File: src/rtl/srs_pkg.sv
package srs_pkg;
  typedef enum logic [1:0] {
    ST_IDLE   = 2'd0,
    ST_PULSE  = 2'd1,
    ST_SETTLE = 2'd2,
    ST_RUN    = 2'd3
  } seq_state_e;
endpackage

File: src/rtl/srs_sync.sv
module srs_sync #(
  parameter int STAGES = 2
) (
  input  logic clk_i,
  input  logic rst_ni,
  input  logic d_i,
  output logic q_o
);
  logic [STAGES-1:0] stage_q;

  always_ff @(posedge clk_i or negedge rst_ni) begin
    if (!rst_ni) stage_q[0] <= 1'b0;
    else         stage_q[0] <= d_i;
  end

  for (genvar g = 1; g < STAGES; g++) begin : g_stage
    always_ff @(posedge clk_i or negedge rst_ni) begin
      if (!rst_ni) stage_q[g] <= 1'b0;
      else         stage_q[g] <= stage_q[g-1];
    end
  end

  assign q_o = stage_q[STAGES-1];
endmodule

File: src/rtl/srs_counter.sv
module srs_counter #(
  parameter int LIMIT = 15,
  localparam int W = (LIMIT > 1) ? $clog2(LIMIT) : 1
) (
  input  logic         clk_i,
  input  logic         rst_ni,
  input  logic         clr_i,
  input  logic         en_i,
  output logic [W-1:0] cnt_o,
  output logic         last_o
);
  logic [W-1:0] cnt_q;

  always_ff @(posedge clk_i or negedge rst_ni) begin
    if (!rst_ni)    cnt_q <= '0;
    else if (clr_i) cnt_q <= '0;
    else if (en_i)  cnt_q <= cnt_q + 1'b1;
  end

  assign cnt_o  = cnt_q;
  assign last_o = (cnt_q == W'(LIMIT - 1));
endmodule

File: src/rtl/startup_reset_seq.sv
module startup_reset_seq #(
  parameter int SYNC_STAGES = 2,
  parameter int PULSE_CYC   = 3,
  parameter int SETTLE_CNT  = 15
) (
  input  logic clk_i,
  input  logic rst_ni,
  input  logic cfg_done_i,
  input  logic lock_i,
  output logic cm_rst_o,
  output logic sys_rst_o
);
  import srs_pkg::*;

  localparam int PW = (PULSE_CYC > 1) ? $clog2(PULSE_CYC) : 1;
  localparam int SW = (SETTLE_CNT > 1) ? $clog2(SETTLE_CNT) : 1;

  logic cfg_s, lock_s;
  seq_state_e state_q, state_d;
  logic p_clr, p_en, p_last;
  logic s_clr, s_en, s_last;
  logic [PW-1:0] p_cnt;
  logic [SW-1:0] s_cnt;
  logic cm_rst_q, sys_rst_q;

  srs_sync #(.STAGES(SYNC_STAGES)) i_cfg_sync (
    .clk_i, .rst_ni, .d_i(cfg_done_i), .q_o(cfg_s)
  );

  srs_sync #(.STAGES(SYNC_STAGES)) i_lock_sync (
    .clk_i, .rst_ni, .d_i(lock_i), .q_o(lock_s)
  );

  srs_counter #(.LIMIT(PULSE_CYC)) i_pulse_cnt (
    .clk_i, .rst_ni, .clr_i(p_clr), .en_i(p_en), .cnt_o(p_cnt), .last_o(p_last)
  );

  srs_counter #(.LIMIT(SETTLE_CNT)) i_settle_cnt (
    .clk_i, .rst_ni, .clr_i(s_clr), .en_i(s_en), .cnt_o(s_cnt), .last_o(s_last)
  );

  always_comb begin
    state_d = state_q;
    p_clr   = 1'b0;
    p_en    = 1'b0;
    s_clr   = 1'b0;
    s_en    = 1'b0;
    if (!cfg_s) begin
      state_d = ST_IDLE;
    end else begin
      unique case (state_q)
        ST_IDLE: begin
          state_d = ST_PULSE;
          p_clr   = 1'b1;
        end
        ST_PULSE: begin
          if (p_last) begin
            state_d = ST_SETTLE;
            s_clr   = 1'b1;
          end else begin
            p_en = 1'b1;
          end
        end
        ST_SETTLE: begin
          // consecutive lock-high cycles only
          if (!lock_s)     s_clr = 1'b1;
          else if (s_last) state_d = ST_RUN;
          else             s_en = 1'b1;
        end
        ST_RUN: begin
          if (!lock_s) begin
            state_d = ST_SETTLE;
            s_clr   = 1'b1;
          end
        end
        default: state_d = ST_IDLE;
      endcase
    end
  end

  always_ff @(posedge clk_i or negedge rst_ni) begin
    if (!rst_ni) begin
      state_q   <= ST_IDLE;
      cm_rst_q  <= 1'b0;
      sys_rst_q <= 1'b1;
    end else begin
      state_q   <= state_d;
      cm_rst_q  <= (state_d == ST_PULSE);
      sys_rst_q <= (state_d != ST_RUN);
    end
  end

  assign cm_rst_o  = cm_rst_q;
  assign sys_rst_o = sys_rst_q;

  logic unused_cnt;
  assign unused_cnt = ^{p_cnt, s_cnt};
endmodule

File: config.mk
export PLATFORM = sky130hd
export DESIGN_NAME = startup_reset_seq
export DESIGN_NICKNAME = d
export VERILOG_FILES = /design/src/rtl/srs_pkg.sv /design/src/rtl/srs_sync.sv /design/src/rtl/srs_counter.sv /design/src/rtl/startup_reset_seq.sv
export SDC_FILE = /design/constraint.sdc
export NUM_CORES = 1
export LEC_CHECK = 0
export CORE_AREA = 5 5 42 44
export DETAILED_ROUTE_END_ITERATION = 8
export DIE_AREA = 0 0 47 49
export DONT_BUFFER_PORTS = 1
export PLACE_DENSITY_LB_ADDON = 0.05
export SLEW_MARGIN = 20
export SYNTH_ARGS = -nofsm -noshare
export SYNTH_HDL_FRONTEND = slang
export SYNTH_SLANG_ARGS = --single-unit
File: constraint.sdc
create_clock -name clk_i -period 2.8 [get_ports clk_i]
set_input_delay 0.56 -clock clk_i [delete_from_list [all_inputs] [get_ports clk_i]]
set_output_delay 0.56 -clock clk_i [all_outputs]
set_load 0.005 [all_outputs]
==> results of run 1 <==
-- cell usage in the layout (no fill, tap or decap), drive strengths merged, types with 2 or more instances in the layout --
cell type / Yosys / layout
a21oi: 5 / 5
clkbuf: 0 / 4
dfrtp: 13 / 13
ha: 3 / 3
inv: 3 / 3
mux2i: 2 / 2
nand2: 6 / 6
nand3: 5 / 5
nor2b: 2 / 2
o21ai: 3 / 3
-- routing by layer --
| layer | global-route usage, % | vias to the layer above | part of all wire, % |
|---|---|---|---|
| li1 | - | 197 | - |
| met1 | 12.47 | 199 | 43 |
| met2 | 15.61 | 11 | 49 |
| met3 | 2.214 | 6 | 3.6 |
| met4 | 10.14 | 0 | 3.6 |
| met5 | 0 | - | 0 |
-- sequential cells by signal, summed over array words and instances (netlist names) --
signal               flops
i_pulse_cnt.cnt_o        2
i_cfg_sync.stage_q       1
i_lock_sync.q_o          1
state_q                  2
i_lock_sync.stage_q      1
sys_rst_o                1
cm_rst_o                 1
i_cfg_sync.q_o           1
i_settle_cnt.cnt_o       4
-- cells by family after synthesis --
kind of cell,Yosys count,synth area share [%]
buffers and inverters,3,1.879
adder cells (fa/ha/maj),3,6.264
multiplexers,3,5.219
AND/OR/NAND/NOR,18,16.08
AO/OA/AOI/OAI,11,11.90
flip-flops,14,58.66
-- path summary, 6_finish.rpt --
| path | start | end | slack (ns) |
|---|---|---|---|
| max | i_settle_cnt.cnt_o[0] | i_settle_cnt.cnt_o[3] | 1.08 |
| min | rst_ni | sys_rst_o | 0.12 |
| max reg2reg | i_settle_cnt.cnt_o[0] | i_settle_cnt.cnt_o[3] | 1.08 |
| min reg2reg | i_lock_sync.stage_q[0] | i_lock_sync.q_o | 0.35 |
| max in group asynchronous | rst_ni | i_settle_cnt.cnt_o[3] | 1.72 |
| min in group clk_i | lock_i | i_lock_sync.stage_q[0] | 0.31 |
-- report_power, final --
part / leakage [nW] / internal (mW) / switching (mW)
combinational: 0.113 / 0.0405 / 0.0485
clock: 0.0210 / 0.0790 / 0.0625
sequential: 0.176 / 0.231 / 0.0234
total: 0.310 / 0.351 / 0.134
-- per-stage QoR --
step	power [mW]	util [%]	hold slack (ns)
finish	0.4850	47.50	0.1189
global route	0.5166	47.50	0.09904
CTS	0.4926	47.50	0.1071
detailed placement	0.3446	44.20	0.2647
global placement	0.3338	44.20	0.2647
floorplan	0.3205	-	0.2644
-- worst max-delay path, stage by stage (launching register included) --
cell and delay, ns:
dfrtp_1 0.40, inv_1 0.08, ha_1 0.23, a31o_4 0.27
or4_1 0.51, a21oi_1 0.16
-- synthesized netlist by cell type --
cell | instances | area [um2]
nand3b_1 | 1 | 7.510
and3_1 | 1 | 6.260
nand4b_1 | 1 | 8.760
dfrtp_1 | 13 | 325.3
inv_1 | 3 | 11.26
nor2b_1 | 2 | 12.51
or3_1 | 1 | 6.260
dfstp_2 | 1 | 26.28
nand2_1 | 6 | 22.52
nand3_1 | 5 | 25.02
a21oi_1 | 5 | 25.02
o31ai_1 | 1 | 7.510
a31oi_1 | 1 | 6.260
mux2_2 | 1 | 11.26
a31o_4 | 1 | 17.52
or4_1 | 1 | 7.510
ha_1 | 3 | 37.54
mux2i_1 | 2 | 20.02
o21ai_0 | 3 | 15.01
-- final cells by class --
| cell class | instances | area (um2) |
|---|---|---|
| fillers | 138 | 735.7 |
| repair buffers | 1 | 10.01 |
| well taps | 16 | 20.02 |
| multi-input cells | 35 | 236.5 |
| clock buffers | 4 | 36.28 |
| flip-flops and latches | 14 | 351.6 |
| inverters | 3 | 11.26 |
==> metrics.txt, run 1 <==
Hold Path Class in2async; Final Cell Area approximately 670 um2; Pins Over Slew Limit 0; placed insts 68; worst setup margin 1.077 ns; Max Cap Viol 0; fin cells 73; fmax 580.3 MHz; worst vdd ir 0.3537 mV; DP Area 619.3 um2; Inserted Diodes 0; Worst EP required ~3.0 ns; final setup fails 0; Worst slew margin 62.31%; detailed-route via count 413; pin count of the biggest net entering global routing 14; # DRC 0; fin nets 65; mapped cell area 599.3 um2; Vert. Die Dim about 50 um; P&R area growth vs syn 11.06%; Seq cells post-synth 14; die area 2303 um2; number of port buffers 0; CTS Buf Count 3; Final period util 61.55%; WL/cell 13.93 um; number of H-tree levels 1; Final Hold Vio Count 0; Worst Clk Skew 0.001729 ns; Ys Warns 0; GP Congestion 0.8708; hold_buf cts 1; I/O Pins 6; CTS Buffer Depth 2; Tmin final ~1.7 ns; first-pass GRT wire length 1.787 mm; Sink Count 14; post-CTS sizing 0; CTS tree built; setup_tns 0 ns; worst endpoint data arrival time 1.92 ns; initial antenna violation count 0; # Post-CTS Setup Buffers 0; outcome finished clean; Netlist cell types 19; Syn Area/Cell 11.53 um2; WS Path Type reg2reg; initial DRC count 4; vias in the first global route 450; drt pass-1 iters 4; via-per-instance ratio 5.658; clk slew on worst S/H paths 0.08 ns; RSZ-0062 raised after global routing false; Starting Density a little over two fifths; HPWL after DPL 784.3 um; num rows 14; post-synthesis sequential area ratio 58.66%; Worst Reg-to-Reg Cells 5; Syn Inst Count 52; Die X ~47 um; Setup crit end kind flop; routed wire length about 1 mm; DP Worst Slack 1.107 ns; GRT Residual Overflow 0; post-route ant nets 0; core area 1401 um2; Clk Tree Root Cell clkbuf_4; fraction of layout cells with a size suffix above 1 12.28%; Skew-Pair Late Insertion Delay roughly 0.27 ns; syn nets 59; crit start category flop; GRT Total Usage between 10% and 20%; Power Dens Cells 728.6 nW/um2; Worst-Margin Slew 0.5635 ns; Pleak 0.3099 nW; worst-path maximum fanout 7
Power figures use the tool's default switching activity.
==> run 2: changes to the inputs <==
==> constraint.sdc (replaced) <==
create_clock -name clk_i -period 1.5 [get_ports clk_i]
set_input_delay 0.3 -clock clk_i [delete_from_list [all_inputs] [get_ports clk_i]]
set_output_delay 0.3 -clock clk_i [all_outputs]
set_load 0.005 [all_outputs]
==> metrics.txt, run 2 (synthesis results as in run 1) <==
GRT Residual Overflow 0; Worst-Margin Slew just over 0.6 ns; # DRC 0; Max Cap Viol 0; sw frac 27.77%; Final Hold Vio Count 0; clk slew on worst S/H paths about 0.08 ns; Worst slew margin around three fifths; most common cell after layout, fill and taps aside dfrtp_1; initial antenna violation count 0; first-pass GRT wire length 1.994 mm; worst-path maximum fanout 4; worst setup margin 0.05425 ns; Setup crit end kind flop; Vert. Die Dim around 50 um; Skew-Pair Late Insertion Delay 0.28 ns; Inserted Diodes 0; Seq pwr share 50.5%; pin count of the biggest net entering global routing 15; Starting Density 42.77%; Worst Clk Skew 0.004358 ns; initial DRC count 6; core area 1401 um2; Register Area 351.6 um2; most frequent cells in the layout 13 x dfrtp_1, 6 x nand2_1, 5 x nand3_1, 4 x a21oi_1, 4 x buf_4; number of H-tree levels 1; Net Sw Power 0.2592 mW; Die X 47 um; fraction of layout cells with a size suffix above 1 24.59%; Pins Over Slew Limit 0; outcome finished clean; fin nets 69; detailed-route via count 422; fin cells 77; worst endpoint data arrival time 1.66 ns; Worst EP required roughly 1.7 ns; RSZ-0062 raised after global routing false; Tmin final roughly 1.4 ns; HPWL after DPL 747.9 um; crit start category flop; vias in the first global route around 440; Clock Power Share 28.2%; Clk Tree Root Cell clkbuf_4; WS Path Type reg2reg; Sink Count 14; combinational fraction of design power 21.3%; routed wire length approximately 1.1 mm; worst vdd ir between 0.6 and 0.7 mV; DP Area 629.4 um2; placed insts 69; FILL cells 127; Pleak 0.3313 nW; GP Congestion 0.8431; GRT Total Usage 12.17%; I/O Pins 6; drt pass-1 iters 4; Hold Path Class in2reg; P&R area growth vs syn 17.75%; internal power 0.6742 mW; DP Worst Slack 0.02147 ns; Largest register FFs 4; via-per-instance ratio 5.481; fmax 691.7 MHz; CTS Buf Count 3; Final period util 96.38%; setup_tns 0 ns; WL/cell between 10 and 15 um; Multi-input gate area 246.5 um2; number of port buffers 0; CTS tree built; num rows 14; Final Cell Area 705.7 um2; final setup fails 0; Hold WS 0.04690 ns; post-route ant nets 0; die area 2303 um2; CTS Buffer Depth 2; Power Dens Cells between 1000 and 1500 nW/um2
## run 2: cell count changes in the layout (fill, tap and decap cells not counted), sizes merged
cell | before | now
buf | 0 | 4
## run 2: through the flow
stage,utilization (%),total power [mW]
3_5_place_dp,44.91,0.6442
3_3_place_gp,44.91,0.6327
2_1_floorplan,-,0.5991
4_1_cts,49.29,0.9341
5_1_grt,50.36,0.9967
6_report,50.36,0.9334
## run 2: critical path, cell delays in order, from the launching register on
cell and delay, ns:
dfrtp_1 0.37, inv_2 0.05, ha_2 0.19, a31o_4 0.23
or4_4 0.42, a21oi_2 0.12
## run 2: power by group through the flow
stage,Combinational [mW],Sequential [mW],Clock (mW)
after floorplan,0.129,0.470,0
after global placement,0.156,0.477,0
after detailed placement,0.165,0.479,0
after CTS,0.188,0.473,0.273
after global routing,0.231,0.482,0.283
final,0.198,0.471,0.264
## run 2: area by class of cell
class                      instances  area share [%]
sequential                        14           49.82
multi-input combinational         35           34.93
timing repair buffer               5           5.674
clock buffer                       4           5.142
tap                               16           2.837
inverter                           3           1.596
## run 2: layer usage
layer  wire length [um]  vias to the layer above  GRT usage [%]
met5                  0                        -              0
met4                 31                        0          8.295
met3                 49                        4          2.214
met2                543                       16          18.33
met1                463                      200          15.05
li1                   -                      202              -
## run 2: final timing paths
| path | depth (start not counted) | startpoint | slack (ns) | endpoint |
|---|---|---|---|---|
| setup / recovery | 5 | i_settle_cnt.cnt_o[0] | 0.05 | i_settle_cnt.cnt_o[3] |
| hold / removal | 0 | cfg_done_i | 0.05 | i_cfg_sync.stage_q[0] |
| setup reg to reg | 5 | i_settle_cnt.cnt_o[0] | 0.05 | i_settle_cnt.cnt_o[3] |
| hold reg to reg | 0 | i_lock_sync.stage_q[0] | 0.36 | i_lock_sync.q_o |
| max in group asynchronous | 1 | rst_ni | 0.64 | i_settle_cnt.cnt_o[1] |
| min in group asynchronous | 1 | rst_ni | 0.46 | i_settle_cnt.cnt_o[0] |
## run 2: repair_timing
| item | CTS | global route |
|---|---|---|
| pin swaps | 2 | 1 |
| endpoints found under the hold margin | 14 | 0 |
| setup buffers | 1 | 2 |
| setup endpoints to repair | 1 | 1 |
| hold buffers | 1 | 0 |
| gates resized for setup | 2 | 1 |
